`src/rtl/hiword_mac_pkg.sv`:
```
package hiword_mac_pkg;
    localparam int unsigned WORD_W = 32;
    localparam int unsigned WIDE_W = 2 * WORD_W;

    typedef enum logic [1:0] {
        KIND_MUL  = 2'b00,
        KIND_ADD  = 2'b01,
        KIND_SUB  = 2'b10,
        KIND_MUL2 = 2'b11
    } kind_e;

    typedef struct packed {
        logic              vld;
        logic [WORD_W-1:0] word;
    } out_state_t;
endpackage

```
`src/rtl/hiword_mac_mult.sv`:
```
module hiword_mac_mult #(
    parameter int unsigned W = 32
) (
    input  logic [W-1:0]   a_i,
    input  logic [W-1:0]   b_i,
    output logic [2*W-1:0] prod_o
);
    logic signed [2*W-1:0] a_ext;
    logic signed [2*W-1:0] b_ext;

    always_comb begin
        a_ext  = {{W{a_i[W-1]}}, a_i};
        b_ext  = {{W{b_i[W-1]}}, b_i};
        prod_o = a_ext * b_ext;
    end
endmodule

```
`src/rtl/hiword_mac_combine.sv`:
```
module hiword_mac_combine #(
    parameter int unsigned W = 32
) (
    input  logic [2*W-1:0] prod_i,
    input  logic [W-1:0]   acc_i,
    input  logic           use_acc_i,
    input  logic           negate_i,
    input  logic           round_i,
    output logic [W-1:0]   high_o
);
    localparam logic [2*W-1:0] HALF_LSB = {{W{1'b0}}, 1'b1, {(W-1){1'b0}}};

    logic [2*W-1:0] base;
    logic [2*W-1:0] term;
    logic [2*W-1:0] sum;

    always_comb begin
        base   = use_acc_i ? {acc_i, {W{1'b0}}} : '0;
        term   = negate_i ? (~prod_i + 1'b1) : prod_i;
        sum    = base + term + (round_i ? HALF_LSB : '0);
        high_o = sum[2*W-1:W];
    end
endmodule

```
`src/rtl/hiword_mac.sv`:
```
module hiword_mac
    import hiword_mac_pkg::*;
(
    input  logic              clk,
    input  logic              rst_n,
    input  logic              op_valid,
    input  logic [WORD_W-1:0] op_a,
    input  logic [WORD_W-1:0] op_b,
    input  logic [WORD_W-1:0] op_acc,
    input  logic [1:0]        op_kind,
    input  logic              op_round,
    output logic              res_valid,
    output logic [WORD_W-1:0] res_word
);
    logic [WIDE_W-1:0] prod;
    logic [WORD_W-1:0] high;
    logic              use_acc;
    logic              negate;
    out_state_t        st_d, st_q;

    always_comb begin
        use_acc = (op_kind == KIND_ADD) || (op_kind == KIND_SUB);
        negate  = (op_kind == KIND_SUB);
    end

    hiword_mac_mult #(.W(WORD_W)) u_mult (
        .a_i   (op_a),
        .b_i   (op_b),
        .prod_o(prod)
    );

    hiword_mac_combine #(.W(WORD_W)) u_comb (
        .prod_i   (prod),
        .acc_i    (op_acc),
        .use_acc_i(use_acc),
        .negate_i (negate),
        .round_i  (op_round),
        .high_o   (high)
    );

    always_comb begin
        st_d      = st_q;
        st_d.vld  = op_valid;
        if (op_valid) st_d.word = high;
    end

    always_ff @(posedge clk or negedge rst_n) begin
        if (!rst_n) st_q <= '0;
        else        st_q <= st_d;
    end

    assign res_valid = st_q.vld;
    assign res_word  = st_q.word;
endmodule

```
`config.mk`:
```
export PLATFORM = sky130hd
export DESIGN_NAME = hiword_mac
export DESIGN_NICKNAME = d
export VERILOG_FILES = /design/src/rtl/hiword_mac_pkg.sv /design/src/rtl/hiword_mac_mult.sv /design/src/rtl/hiword_mac_combine.sv /design/src/rtl/hiword_mac.sv
export SDC_FILE = /design/constraint.sdc
export NUM_CORES = 2
export LEC_CHECK = 0
export BUFFER_PORTS_ARGS = -buffer_cell sky130_fd_sc_hd__buf_2
export CAP_MARGIN = 0
export CORE_MARGIN = 2
export CORE_UTILIZATION = 35
export CTS_CLUSTER_DIAMETER = 60
export DETAILED_ROUTE_END_ITERATION = 16
export GPL_ROUTABILITY_DRIVEN = 0
export PLACE_DENSITY = 0.6
export RECOVER_POWER = 100
export SYNTH_ARGS = -nofsm -noshare
export SYNTH_HDL_FRONTEND = slang
export SYNTH_HIERARCHICAL = 1
export SYNTH_SLANG_ARGS = --single-unit
export TNS_END_PERCENT = 1
```
`constraint.sdc`:
```
create_clock -name clk -period 1.2 [get_ports clk]
set_clock_uncertainty 0.2 [all_clocks]
set_input_delay 0.18 -clock clk [delete_from_list [all_inputs] [get_ports clk]]
set_output_delay 0.18 -clock clk [all_outputs]
set_load 0.005 [all_outputs]
```
# Yosys cells after proc, flatten, opt, wreduce, memory -nomap -nowiden
# Cells that the tools add are included.
# Widths: inputs -> output; s select.
[op_classes]
mux = 3
n_mul = 1
addsub = 3
shift = 0
bitwise_logic = 1
n_eq_ne = 2
magnitude_cmp = 0
div = 0
reduce_logical = 1
[ops]
columns = ["operator", "count"]
rows = [
  ["$add 64x64->64", 2],
  ["$mux 64", 2],
  ["$add 64x1->64 const B", 1],
  ["$mul 32x32->64", 1],
  ["$not 64->64", 1],
  ["$mux 32", 1],
  ["$eq 2x1->1 const B", 1],
  ["$eq 2x2->1 const B", 1],
  ["$logic_or 1x1->1", 1],
]
[totals]
in_bits = 102
rom_bits = 0
latch_bits = 0
ram_bits = 0
ff_bits = 33
mem_count = 0
wordCells = 13

# Longest topological paths before layout
[logic_depth]
depth_word = 6
mapped_depth = 45
ltp_nobuf = 44

# Hierarchy
# The synthesis kept the hierarchy.
[by_module_without_submodules]
columns = ["mod", "cells_per_inst", "instances", "area_each_um2"]
rows = [
  ["hiword_mac_mult", 3836, 1, 35954.5],
  ["hiword_mac_combine", 356, 1, 2544.9],
  ["hiword_mac", 72, 1, 1390.1],
]

# Least setup slack after synthesis
# OpenSTA, ideal clock, no wires.
[synth_timing]
path_kind = "input to register"
from = "in op_b[2]"
to = "reg st_q, in the netlist res_word[31]"
setup_time_ns = 0.125
required_time_ns = 0.875
path_stages = 41
setup_slack_ns = -9.769
arrival_ns = 10.644
path_cell_list = "clkbuf_1 > nand2_1 > inv_1 > fa_1 > fa_1 > fa_1 > fa_1 > fa_1 > fa_1 > fa_1 > inv_1 > fa_1 > inv_1 > ha_1 > and3_1 > nand2_1 > nor2_1 > a211o_1 > (+5 left out) > or3_4 > or4_1 > nor4_1 > nand3_1 > or3_4 > and2_2 > xor2_1 > ha_1 > nand3_1 > nor2_1 > and3_1 > a32o_1 > a41oi_1 > a311oi_1 > a221o_1 > a21oi_1 > xnor2_1 > mux2_2"
[synth_between]
elab_chain_cells = 6
[synth_lines]
columns = ["element", "line", "text"]
rows = [
  ["start, declared", "hiword_mac.sv:8", "input logic [WORD_W-1:0] op_b,"],
  ["$mul 32x32->64 (*)", "hiword_mac_mult.sv:14", "prod_o = a_ext * b_ext;"],
  ["via prod[45]", "hiword_mac.sv:15", "logic [WIDE_W-1:0] prod;"],
  ["$not 64->64", "hiword_mac_combine.sv:19", "term = negate_i ? (~prod_i + 1'b1) : prod_i;"],
  ["$add 64x1->64", "hiword_mac_combine.sv:19", ""],
  ["$mux 64 (*)", "hiword_mac_combine.sv:19", ""],
  ["$add 64x64->64 (*) (2 in series)", "hiword_mac_combine.sv:20", "sum = base + term + (round_i ? HALF_LSB : '0);"],
  ["via high[31]", "hiword_mac.sv:16", "logic [WORD_W-1:0] high;"],
  ["end signal, assigned", "hiword_mac.sv:49", "else st_q <= st_d;"],
  ["end, declared", "hiword_mac.sv:19", "out_state_t st_d, st_q;"],
]
# The timed path passes the listed nets; every way through them passes the cells marked *.
# A chain may end at the register's enable or synchronous reset.

# Final worst setup path
[layout_timing]
from = "in op_b[9]"
to = "reg st_q, in the netlist res_word[31]"
# Same word-level chain as after synthesis.

==> out/metrics.csv <==
stage;metric;value;unit
status;status;finished, violations left;
status;violated checks;negative setup slack;
logic_synthesis;largest family of logic cells by synthesized area;adder cells;
grt;global-route wire length before repair;181.2;mm
sta;part of the cycle the worst path needs;887.1;%
setup_path;Critical-path top delay cell;fa_1;
drt;first drt pass iteration count;6;
sta;final hold violation count;0;
clock_tree;worst skew pair latency;0.28;ns
finish;Layout area overhead;19.51;%
logic_synthesis;Yosys cell types;76;
logic_synthesis;Syn Std Cell Area;39890;µm²
die;row count;123;
logic_synthesis;xor and xnor area share after synthesis;3.030;%
setup_path;max incr delay on CP;0.60;ns
logic_synthesis;Post-Syn Instances;4264;
placement;Port Buffers;134;
setup_path;Arr. time, crit path;10.60;ns
setup_path;crit path kind;in2reg;
hold_path;worst min path class;in2reg;
logic_synthesis;mux cell area share after synthesis;1.186;%
sta;Slew Limit Fails;0;
drt;WL/cell;17.43;µm
grt;total global routing overflow;0;
setup_path;Worst EP required;1.16;ns
drt;initial drt markers;1394;
clock_tree;buffer depth of the longest clock path;2;
clock_tree;CTS H-Tree Depth;2;
sta;Final Setup Violations;33;
sta;final setup margin;-9.445;ns
logic_synthesis;Synth Area in Simple Gates;16.32;%
sta;fmax;93.94;MHz
placement;Detailed Place HPWL;98.94;mm
setup_path;CP dominant cell by count;fa_1;
finish;Core Util, Final;42.26;%
grt;pin count of the biggest net entering global routing;34;
die;Die Ht;341.6;µm
sta;setup TNS;-272.81;ns
logic_synthesis;register area share after synthesis;2.070;%
setup_path;Setup crit start;op_b[9];
logic_synthesis;top_reg_cell synth;dfrtp_1;
die;IO Count;135;
die;Die Footprint;116700;µm²
setup_path;critical path launch point type;input port;
logic_synthesis;syn_area_per_cell;9.355;µm²
sta;RSZ-0062 raised after global routing;true;
setup_path;Worst setup endpoint;res_word[31];
clock_tree;TritonCTS clock tree;built;
sta;slew at the pin closest to its max-slew limit;0.6149;ns
clock_tree;clock root buffer;clkbuf_16;
setup_path;crit end category;flop;
logic_synthesis;Ys Warns;6;
setup_path;r2r setup slk;0.21;ns
die;Starting Density;35.36;%
drt;DRC viols;0;
drt;drt total wl;109.9;mm
setup_path;CP max FO;9;
logic_synthesis;post-synthesis compound-gate area fraction;4.994;%
logic_synthesis;FF+latch count, synth;33;
logic_synthesis;Async SR Flop Fraction;100.0;%
die;Die Width;341.6;µm
grt;GRT Util Overall;19.58;%
grt;number of global-route vias before repair;34180;
flow_run;maxcap violations;0;
die;core area;112800;µm²
setup_path;R2R Path End;res_word[24];
drt;via count;30064;
clock_tree;Reg clk slew, reported paths;0.06;ns
finish;diode count;0;
finish;layout cell share with drive strength beyond 1;19.35;%
grt;initial antenna violation count;3;
placement;Post-Place Worst Slack;-10.01;ns
clock_tree;cts bufs inserted;5;
drt;DR vias/cell;4.768;
finish;nets@finish;6208;
clock_tree;Num Clock Sinks;33;
drt;remaining antenna violation count;0;
logic_synthesis;Synth Area in Adders;61.16;%
logic_synthesis;Post-Syn Nets;5666;
setup_path;R2R depth;1;
setup_path;FF-to-FF Start;res_word[24];
sta;clock period minus worst slack;10.65;ns
sta;Rel. slew slack;58.71;%
logic_synthesis;EDFF count, synth;0;
stage by stage:
step	cell area [µm²]	std cells	hold slack [ns]
6_report	47670	6306	0.1697
5_1_grt	47670	6306	0.1896
4_1_cts	47400	6300	0.07028
3_5_place_dp	46800	6290	-0.05349
3_3_place_gp	46800	6290	-0.05443
2_1_floorplan	40180	4264	-0.3156
cell type report:
type | count | area, µm²
Sequential cell | 33 | 825.8
Clock buffer | 7 | 142.6
Inverter | 963 | 3615
Tap cell | 1500 | 1877
Timing Repair Buffer | 752 | 5909
Fill cell | 11108 | 65140
Multi-Input combinational cell | 3051 | 35300
sequential cells by signal, summed over array words and instances, names as in the netlist:
register and count:
res_valid 1, res_word 32
metal layers:
layer,track usage (%),part of all wire (%),up-vias
met1,23.62,39,15650
met3,1.161,3.4,179
li1,-,-,13541
met5,0,0.012,-
met2,37.46,54,692
met4,5.277,3.3,2
cells in the final DEF, fill, tap and decap left out, drive strengths merged, types with 5 or more instances in the layout:
cell and instances:
a31o 6, o21a 10, o21bai 14, xor2 36
a21oi 91, o21ai 54, a211o 6, or3 5
mux2 32, nand2 545, nor2 64, dfrtp 33
and2 549, nand3 16, inv 963, nor3 16
buf 738, ha 217, xnor2 102, fa 1083
nor2b 7, nand4 18, and3 15, clkbuf 20
nand2b 18, o211ai 5, a211oi 7, a21o 53
o31ai 12, nor4 12, a31oi 11
synthesized netlist by cell type, types with 3 or more instances:
library cell     n  share of area, %
a211o_1          6              0.13
a211oi_1         6              0.11
a21o_1          53               1.0
a21oi_1         90               1.1
a221o_1          3             0.075
a311oi_1         3             0.066
a31o_2           6              0.13
a31oi_1         11              0.17
and2_1         548               8.6
and3_1          15              0.24
buf_12           3              0.15
clkbuf_1       211               2.0
dfrtp_1         33               2.1
fa_1          1083                54
ha_1           217               6.8
inv_1          963               9.1
mux2_4          30               1.1
nand2_1        545               5.1
nand2b_1        17              0.27
nand3_1         15              0.19
nand4_1         18              0.28
nor2_1          64              0.60
nor2b_1          7              0.11
nor3_1          16              0.20
nor4_1          10              0.16
o211ai_1         5             0.094
o21a_1          10              0.19
o21ai_0         47              0.59
o21ai_1          6             0.075
o21bai_1        14              0.26
o31ai_1         11              0.21
or2_2            3             0.047
or3_1            3             0.047
or4_1            3             0.056
xnor2_1        102               2.2
xor2_1          36              0.79
worst min-delay path by stage:
stage / start / end / slack, ns / cells after the start
5_1_grt: op_valid / res_word[25] / 0.19 / 3
6_report: op_valid / res_word[24] / 0.17 / 3
3_3_place_gp: rst_n / res_word[1] / -0.05 / 2
2_1_floorplan: rst_n / res_valid / -0.32 / 0
3_5_place_dp: rst_n / res_word[1] / -0.05 / 2
4_1_cts: op_valid / res_valid / 0.07 / 2
kinds of logic after synthesis:
family,count (synthesis)
muxes,32
adders and majority gates,1300
xor gates and xnor gates,138
and+or+nand+nor,1279
DFF,33
buffers and inverters,1180
AOI/OAI and AO/OA,302
critical path, delay by kind of cell:
| family | cells | cell delay [ns] |
|---|---|---|
| adders and majority gates | 10 | 4.70 |
| AOI/OAI and AO/OA | 12 | 2.24 |
| and+or+nand+nor | 10 | 2.21 |
| buffers and inverters | 5 | 0.59 |
| xor gates and xnor gates | 3 | 0.39 |
| muxes | 1 | 0.26 |
what timing repair did:
item                                    in CTS  in global routing
buffers inserted                             2                  5
endpoints found under the hold margin       33                  0
hold buffers                                 1                  0
endpoints found under the setup margin      34                 39
pin swaps                                   70                 49
gates resized for setup                    122                 61
gates cloned                                 0                  1
Power is left out: the tool's default activity adds up to more than one toggle a clock period on the data nets, which glitch-free logic cannot reach.
